--- src/rtl/addr_bank_pkg.sv ---
`timescale 1ns/1ps
package addr_bank_pkg;
   typedef enum logic [1:0] {
      SRC_HI   = 2'b00,
      SRC_LO   = 2'b01,
      SRC_ADDR = 2'b10,
      SRC_CLR  = 2'b11
   } src_fn_e;

   typedef enum logic [1:0] {
      DST_HI  = 2'b00,
      DST_LO  = 2'b01,
      DST_INC = 2'b10,
      DST_DEC = 2'b11
   } dst_fn_e;
endpackage

--- src/rtl/addr_bank_dec.sv ---
`timescale 1ns/1ps
module addr_bank_dec #(
   parameter int SEL_W    = 3,
   parameter int NUM_REGS = 4
) (
   input  logic [SEL_W-1:0]    code,
   output logic [NUM_REGS-1:0] hot
);
   // code 0 selects nothing; codes above NUM_REGS select nothing
   for (genvar i = 0; i < NUM_REGS; i++) begin : g_hot
      assign hot[i] = (code == SEL_W'(i + 1));
   end
endmodule

--- src/rtl/addr_bank_cell.sv ---
`timescale 1ns/1ps
module addr_bank_cell
   import addr_bank_pkg::*;
#(
   parameter int ADDR_W    = 16,
   parameter int BYTE_W    = 8,
   parameter bit ASYNC_CLR = 1'b1
) (
   input  logic              clk,
   input  logic              rst,
   input  logic              clr,
   input  logic              wr_en,
   input  logic [1:0]        fn,
   input  logic [BYTE_W-1:0] byte_in,
   output logic [ADDR_W-1:0] q
);
   logic [ADDR_W-1:0] nxt;
   dst_fn_e           op;

   assign op = dst_fn_e'(fn);

   always_comb begin
      unique case (op)
         DST_HI:  nxt = {byte_in, q[BYTE_W-1:0]};
         DST_LO:  nxt = {q[ADDR_W-1:BYTE_W], byte_in};
         DST_INC: nxt = q + ADDR_W'(1);
         DST_DEC: nxt = q - ADDR_W'(1);
         default: nxt = q;
      endcase
   end

   if (ASYNC_CLR) begin : g_async
      always_ff @(posedge clk or posedge clr) begin
         if (clr)        q <= '0;
         else if (rst)   q <= '0;
         else if (wr_en) q <= nxt;
      end
   end else begin : g_sync
      always_ff @(posedge clk) begin
         if (rst || clr) q <= '0;
         else if (wr_en) q <= nxt;
      end
   end
endmodule

--- src/rtl/addr_bank_out.sv ---
`timescale 1ns/1ps
module addr_bank_out
   import addr_bank_pkg::*;
#(
   parameter int NUM_REGS = 4,
   parameter int ADDR_W   = 16,
   parameter int BYTE_W   = 8
) (
   input  logic [NUM_REGS-1:0]             hot,
   input  logic [1:0]                      fn,
   input  logic [NUM_REGS-1:0][ADDR_W-1:0] regs,
   output logic [BYTE_W-1:0]               dbus_out,
   output logic                            dbus_oe,
   output logic [ADDR_W-1:0]               abus_out,
   output logic                            abus_oe,
   output logic [NUM_REGS-1:0]             clr_hot
);
   logic [ADDR_W-1:0] picked;
   logic              any_sel;
   src_fn_e           act;

   assign act     = src_fn_e'(fn);
   assign any_sel = |hot;

   always_comb begin
      picked = '0;
      for (int i = 0; i < NUM_REGS; i++) begin
         if (hot[i]) picked = picked | regs[i];
      end
   end

   assign dbus_oe  = any_sel && (act == SRC_HI || act == SRC_LO);
   assign abus_oe  = any_sel && (act == SRC_ADDR);
   assign dbus_out = !dbus_oe ? '0 :
                     (act == SRC_HI) ? picked[ADDR_W-1:BYTE_W] : picked[BYTE_W-1:0];
   assign abus_out = abus_oe ? picked : '0;
   assign clr_hot  = (act == SRC_CLR) ? hot : '0;
endmodule

--- src/rtl/addr_reg_bank.sv ---
`timescale 1ns/1ps
module addr_reg_bank #(
   parameter int ADDR_W    = 16,
   parameter int BYTE_W    = 8,
   parameter int NUM_REGS  = 4,
   parameter int SEL_W     = 3,
   parameter bit ASYNC_CLR = 1'b1
) (
   input  logic              clk,
   input  logic              rst,
   input  logic [SEL_W-1:0]  src_sel,
   input  logic [1:0]        src_fn,
   input  logic [SEL_W-1:0]  dst_sel,
   input  logic [1:0]        dst_fn,
   input  logic [BYTE_W-1:0] dbus_in,
   output logic [BYTE_W-1:0] dbus_out,
   output logic              dbus_oe,
   output logic [ADDR_W-1:0] abus_out,
   output logic              abus_oe
);
   localparam int MAX_CODE = (1 << SEL_W) - 1;

   if (ADDR_W != 2 * BYTE_W) begin : g_bad_width
      $error("addr_reg_bank: ADDR_W must be twice BYTE_W");
   end
   if (NUM_REGS < 1 || NUM_REGS > MAX_CODE) begin : g_bad_count
      $error("addr_reg_bank: NUM_REGS must fit in the nonzero codes of SEL_W");
   end

   logic [NUM_REGS-1:0]             src_hot;
   logic [NUM_REGS-1:0]             dst_hot;
   logic [NUM_REGS-1:0]             clr_hot;
   logic [NUM_REGS-1:0][ADDR_W-1:0] regs_q;
   logic [BYTE_W-1:0]               load_byte;

   addr_bank_dec #(.SEL_W(SEL_W), .NUM_REGS(NUM_REGS)) src_dec_i (
      .code (src_sel),
      .hot  (src_hot)
   );

   addr_bank_dec #(.SEL_W(SEL_W), .NUM_REGS(NUM_REGS)) dst_dec_i (
      .code (dst_sel),
      .hot  (dst_hot)
   );

   addr_bank_out #(.NUM_REGS(NUM_REGS), .ADDR_W(ADDR_W), .BYTE_W(BYTE_W)) out_i (
      .hot      (src_hot),
      .fn       (src_fn),
      .regs     (regs_q),
      .dbus_out (dbus_out),
      .dbus_oe  (dbus_oe),
      .abus_out (abus_out),
      .abus_oe  (abus_oe),
      .clr_hot  (clr_hot)
   );

   // the bank's own driven byte wins over the external bus
   assign load_byte = dbus_oe ? dbus_out : dbus_in;

   for (genvar i = 0; i < NUM_REGS; i++) begin : g_reg
      addr_bank_cell #(.ADDR_W(ADDR_W), .BYTE_W(BYTE_W), .ASYNC_CLR(ASYNC_CLR)) cell_i (
         .clk     (clk),
         .rst     (rst),
         .clr     (clr_hot[i]),
         .wr_en   (dst_hot[i]),
         .fn      (dst_fn),
         .byte_in (load_byte),
         .q       (regs_q[i])
      );
   end
endmodule

--- config.mk ---
export PLATFORM = sky130hd
export DESIGN_NAME = addr_reg_bank
export DESIGN_NICKNAME = d
export VERILOG_FILES = /design/src/rtl/addr_bank_pkg.sv /design/src/rtl/addr_bank_dec.sv /design/src/rtl/addr_bank_cell.sv /design/src/rtl/addr_bank_out.sv /design/src/rtl/addr_reg_bank.sv
export SDC_FILE = /design/constraint.sdc
export NUM_CORES = 1
export LEC_CHECK = 0
export BUFFER_PORTS_ARGS = -buffer_cell sky130_fd_sc_hd__clkbuf_2
export CAP_MARGIN = 25
export CORE_MARGIN = 10
export CORE_UTILIZATION = 57
export CTS_CLUSTER_SIZE = 20
export DETAILED_ROUTE_END_ITERATION = 8
export PLACE_DENSITY_LB_ADDON = 0.1
export SYNTH_ARGS = -nofsm -noshare
export SYNTH_HDL_FRONTEND = slang
export SYNTH_HIERARCHICAL = 1
export SYNTH_SLANG_ARGS = --single-unit
--- constraint.sdc ---
create_clock -name clk -period 2.7 [get_ports clk]
set_clock_uncertainty 0.15 [all_clocks]
set_input_delay 0.135 -clock clk [delete_from_list [all_inputs] [get_ports clk]]
set_output_delay 0.135 -clock clk [all_outputs]
set_load 0.005 [all_outputs]
# --- Word-level counts from Yosys, hierarchy flattened ---
# Cells that the tools add are included.
classes:
  n_eq_ne: 16
  muxes: 21
  bitwise: 3
  reduce_logical: 18
  addsub: 8
ops:
  columns: ["cell", "n"]
  rows:
  - ["16-bit case mux with 4 select lines", 4]
  - ["16-bit 2-to-1 mux", 13]
  - ["16-bit by 1-bit adder with 16-bit output (second input constant)", 4]
  - ["16-bit by 1-bit subtractor with 16-bit output (second input constant)", 4]
  - ["16-bit OR", 3]
  - ["8-bit 2-to-1 mux", 3]
  - ["2-bit AND reduction", 8]
  - ["3-bit by 2-bit == test with 1-bit output (second input constant)", 4]
  - ["2-bit == test (second input constant)", 4]
  - ["2-bit nonzero test", 4]
  - ["3-bit by 1-bit == test with 1-bit output (second input constant)", 2]
  - ["3-bit == test (second input constant)", 2]
  - ["2-bit by 1-bit == test with 1-bit output (second input constant)", 2]
  - ["2-bit logical NOT", 2]
  - ["4-bit 2-to-1 mux", 1]
  - ["2-bit != test (second input constant)", 2]
  - ["4-bit OR reduction", 1]
  - ["1-bit logical AND", 2]
  - ["1-bit logical OR", 1]
totals:
  elab_cells: 74
  input_bits: 20
  out_inout_bits: 26
  regBits: 64

# --- Logic depth before layout (Yosys ltp) ---
logic_depth:
  depth_word: 14
  mapped_depth: 12
  ltp_nobuf: 10

# --- Cells and area by module ---
# The synthesis kept the hierarchy.
by_module_without_submodules:
  columns: ["module", "seq_area_each_um2", "cells_per_inst", "area_each_um2", "instances"]
  rows:
  - ["addr_bank_cell at g_reg[2].cell_i ...", 400.4, 229, 1699.1, 2]
  - ["addr_bank_cell at g_reg[0].cell_i ...", 400.4, 212, 1657.8, 2]
  - ["addr_bank_out", 0.0, 78, 583.1, 1]
  - ["addr_reg_bank", 0.0, 9, 131.4, 1]
  - ["addr_bank_dec", 0.0, 4, 32.5, 2]

# --- Least setup slack after synthesis ---
# Ideal clock, no wire load.
synth_timing:
  kind: "reg2reg"
  from: "register g_reg[2].cell_i.q[1]"
  to: "register g_reg[2].cell_i.q[10]"
  stages_incl_launch_ff: 9
  arrival_ns: 2.342
  path_buffers: 1
  required_time_ns: 2.411
  slack_ns: 0.070
  setup_time_ns: 0.139
  period_less_slack_ns: 2.630
  cell_sequence: "dfrtp_1 -> clkbuf_1 -> xnor2_1 -> ha_1 -> or4_4 -> nor4b_4 -> o21bai_1 -> nor4_1 -> or4b_1"
synth_between:
  elab_chain_len: 4
  elab_cells_between_ends: 5
  cone_classes: "add/sub (2); mux (3)"
synth_rtl:
  columns: ["element", "line", "rtl"]
  rows:
  - ["start, declared", "addr_bank_cell.sv:15", "output logic [ADDR_W-1:0] q"]
  - ["start signal, assigned", "addr_bank_cell.sv:36", "else if (wr_en) q <= nxt;"]
  - ["16-bit by 1-bit subtractor with 16-bit output / 16-bit by 1-bit adder with 16-bit output (equally long branches)", "addr_bank_cell.sv:27, addr_bank_cell.sv:26", null]
  - ["16-bit case mux with 4 select lines (*)", "addr_bank_cell.sv:23", "unique case (op)"]
  - ["16-bit 2-to-1 mux (*)", "addr_bank_cell.sv:36", null]
  - ["16-bit 2-to-1 mux (*)", "addr_bank_cell.sv:35", "else if (rst) q <= '0;"]
# Mark *: on every way between the ends. The rest lies on a longest branch, timed or not. The select of a mux whose other input is x is not followed.
# A chain may end at the register's enable or synchronous reset.

# --- Worst setup path in the final report ---
# Ends and elaborated chain as after synthesis.

==> results.json <==
{
  "outcome": "complete, no violations",
  "layout.cells.non_filler": 1230,
  "cts_tree": "yes",
  "synth_area_sq_mm": 0.007493,
  "ff2ff_path_depth": 7,
  "fillCellCount": 1092,
  "netlist_instances": 977,
  "max_cap_viol_count": 0,
  "vias": 8676,
  "grt_remaining_overflow": 0,
  "synth_compound_area_share_pct": 28.94,
  "insertion_delay_ps": 350,
  "hold_class": "in -> reg",
  "power.leakage_nw": 3.674,
  "start_util_pct": 58.90,
  "largest_reg_flops": 64,
  "cp.required_ps": 2770,
  "grt_max_degree": 61,
  "drt_iter0_markers": 1608,
  "synthSimpleGateAreaFrac_pct": 28.47,
  "tightest_slew_ps": 713.1,
  "fp.dieW_microns": 134.7,
  "crit_start": "g_reg[2].cell_i/q[1]",
  "cts_inserted_buffers": 9,
  "reg_top3": "g.cell_i/q: 64 flops",
  "antenna_found_initial": 0,
  "dieArea_sq_mm": 0.01813,
  "num_rows": 41,
  "synth_edf_count": 0,
  "htreeDepth": 3,
  "yosys.cell_count.top_type": "nor2_1",
  "r2r_start": "g_reg[2].cell_i/q[1]",
  "worstHoldStart": "rst",
  "syn_nets": 1009,
  "r2r-end": "g_reg[2].cell_i/q[10]",
  "crit_chain": "buf_4 -> buf_6 -> or4_4 -> nor4b_4 -> o21bai_4 -> nor4_1 -> or4b_1",
  "die_height_microns": 134.7,
  "dp_hpwl_microns": 20080,
  "synth_top_family_by_area": "compound AO/OA/AOI/OAI gates",
  "whs_path_depth": 2,
  "fin_util_pct": 68.77,
  "wl_microns": 27580,
  "numPortBuffers": 45,
  "cts_root_buffer": "clkbuf_16",
  "fin_crit_sh_pct": 97.63,
  "io_pins": 46,
  "max_slew_margin_pct": 52.41,
  "slowest_delay_ps": 510,
  "synth_common_cells": "nor2_1, dfrtp_1, a21oi_1",
  "largest-register": "g.cell_i/q",
  "final_layout_size_suffix_gt1_share_pct": 21.55,
  "synth_area_leaders": "dfrtp_1, nor2_1, a32oi_1, xnor2_1, a21oi_1",
  "rsz0062_at_grt": "true",
  "synth_top_area_share_pct": 21.37,
  "ant_nets": 0,
  "routabilityCongestion": 1.060,
  "core_area_sq_mm": 0.01272,
  "wl_per_cell_microns": 22.42,
  "place_ws_ps": -136.0,
  "p_clk_share_pct": 32.2,
  "crit_arrival_ps": 2700,
  "worst_slack_ps": 63.93,
  "grt.total_usage_pct": 29.81,
  "synthDistinctLibCells": 70,
  "layout.nets": 1087,
  "hold_slack_ps": 158.1,
  "crit_path_top_delay_cell": "or4_4",
  "synth_warnings": 6,
  "clkTransAtPathRegs_ps": 60,
  "cts_sinks": 64,
  "r2r_slack_ps": 60,
  "synth.largest_area_cell": "dfrtp_1",
  "dr.pass1.iters": 7,
  "dp.cells": 1210,
  "muxShareOfSynthArea_pct": 4.809,
  "place_area_sq_mm": 0.008362,
  "syn_to_final_growth_pct": 16.76,
  "switching_share_pct": 35.95,
  "finalHoldViolations": 0,
  "async_flop_share_pct": 100.0,
  "p_comb_share_pct": 36.4,
  "crit_type": "reg -> reg",
  "clock.fmax_mhz": 379.4,
  "critPathCaptureType": "register",
  "fin_area_sq_mm": 0.008750,
  "min_period_ps": 2636,
  "startpoint_type": "register",
  "via_per_inst": 7.054,
  "synth_area_per_cell_sq_um": 7.670,
  "p_sw_mw": 1.268,
  "p_total_mw": 3.527,
  "whs_endpoint": "g_reg[1].cell_i/q[6]",
  "grt_pass1_vias": 7719,
  "synthFlopType": "dfrtp_1",
  "crit_cells": 7,
  "worstPathMaxFanout": 9,
  "synth_xor_area_share_pct": 6.078,
  "tns_ps": 0,
  "setup_violations": 0,
  "seq_area_frac_synth_pct": 21.37,
  "drc": 0,
  "maxSlewViolCount": 0,
  "grt_pass1_wl_microns": 43730,
  "p_per_area_mw_per_mm2": 403.1,
  "max-clock-path-buffers": 2,
  "cpLargestDelayFamily": "simple AND/OR/NAND/NOR gates",
  "p_int_mw": 2.259,
  "synth_seq_cells": 64,
  "synthAdderAreaFrac_pct": 2.004,
  "antenna_cells": 0,
  "ir_drop_mv": 0.2367,
  "cp.buffers_inverters": 2,
  "seq_power_share_pct": 31.4
}
[routing by layer]
| layer | global-route usage, % | up-vias | part of all wire, % |
|---|---|---|---|
| li1 | - | 3898 | - |
| met1 | 40.15 | 4090 | 40 |
| met2 | 46.43 | 595 | 45 |
| met3 | 5.749 | 93 | 12 |
| met5 | 0 | - | 0 |
| met4 | 10.28 | 0 | 3.3 |
[area by class of cell]
cell class              instances  area [sq um]  area share, %
multi-input cells             781          5355          61.20
flip-flops and latches         64          1602          18.30
repair buffers                168          1187          13.57
clock buffers                  14         274.0          3.132
well taps                     172         215.2          2.460
inverters                      31         116.4          1.330
[worst max-delay path by stage]
stage                             to  slack, ps
6_report       g_reg[2].cell_i/q[10]         60
5_1_grt        g_reg[2].cell_i/q[14]        -30
4_1_cts        g_reg[3].cell_i/q[10]         60
3_5_place_dp   g_reg[2].cell_i/q[10]       -140
3_3_place_gp   g_reg[3].cell_i/q[10]       -120
2_1_floorplan  g_reg[2].cell_i/q[10]         70
[worst register-to-register path: stages (launching register included)]
cell and delay (ps):
dfrtp_1 420, buf_4 160, buf_6 130, or4_4 510
nor4b_4 410, o21bai_4 190, nor4_1 50, or4b_1 480
[kinds of logic (layout without fill, tap and decap cells)]
kind of cell	after synthesis	in the layout
xor gates and xnor gates	52	52
muxes	32	32
and+or+nand+nor	385	385
adders and majority gates	12	12
AOI/OAI and AO/OA	300	300
buffers and inverters	132	213
DFF	64	64
[what timing repair did]
item | CTS | global route
endpoints found under the hold margin | 64 | 0
hold buffers | 3 | 0
buffers inserted | 0 | 3
setup endpoints to repair | 0 | 10
gates resized for setup | 0 | 13
[power by group through the flow]
stage          Combinational, mW  Clock (mW)  Sequential, mW
4_1_cts                     1.23        1.14            1.10
3_5_place_dp                1.22           0            1.11
3_3_place_gp                1.19           0            1.11
5_1_grt                     1.37        1.18            1.11
6_report                    1.28        1.14            1.11
2_1_floorplan              0.862           0            1.09
[layout by cell type, fill, tap and decap left out, types with 8 or more instances in the layout]
cell type / netlist / final
a32oi_1: 38 / 38
and3_1: 16 / 16
clkbuf_16: 0 / 9
nor2b_1: 10 / 10
clkbuf_2: 0 / 44
o211ai_1: 8 / 8
a31oi_1: 18 / 18
a21oi_1: 54 / 54
o21ai_0: 32 / 32
or4_1: 12 / 12
nand3b_1: 10 / 10
nand2b_1: 20 / 20
a211oi_1: 10 / 10
nand2_1: 48 / 48
nor3_1: 28 / 28
dfrtp_1: 64 / 64
or3_1: 11 / 11
a221oi_1: 21 / 17
mux2i_1: 24 / 24
mux2_4: 8 / 8
xor2_1: 16 / 16
nand3_1: 32 / 32
buf_4: 7 / 118
xnor2_1: 36 / 36
nor2_1: 105 / 105
inv_1: 31 / 31
ha_1: 12 / 11
o22ai_1: 36 / 36
nand4_1: 22 / 22
a22o_1: 18 / 18
nor4_1: 18 / 17
(Power assumes the default switching activity.)
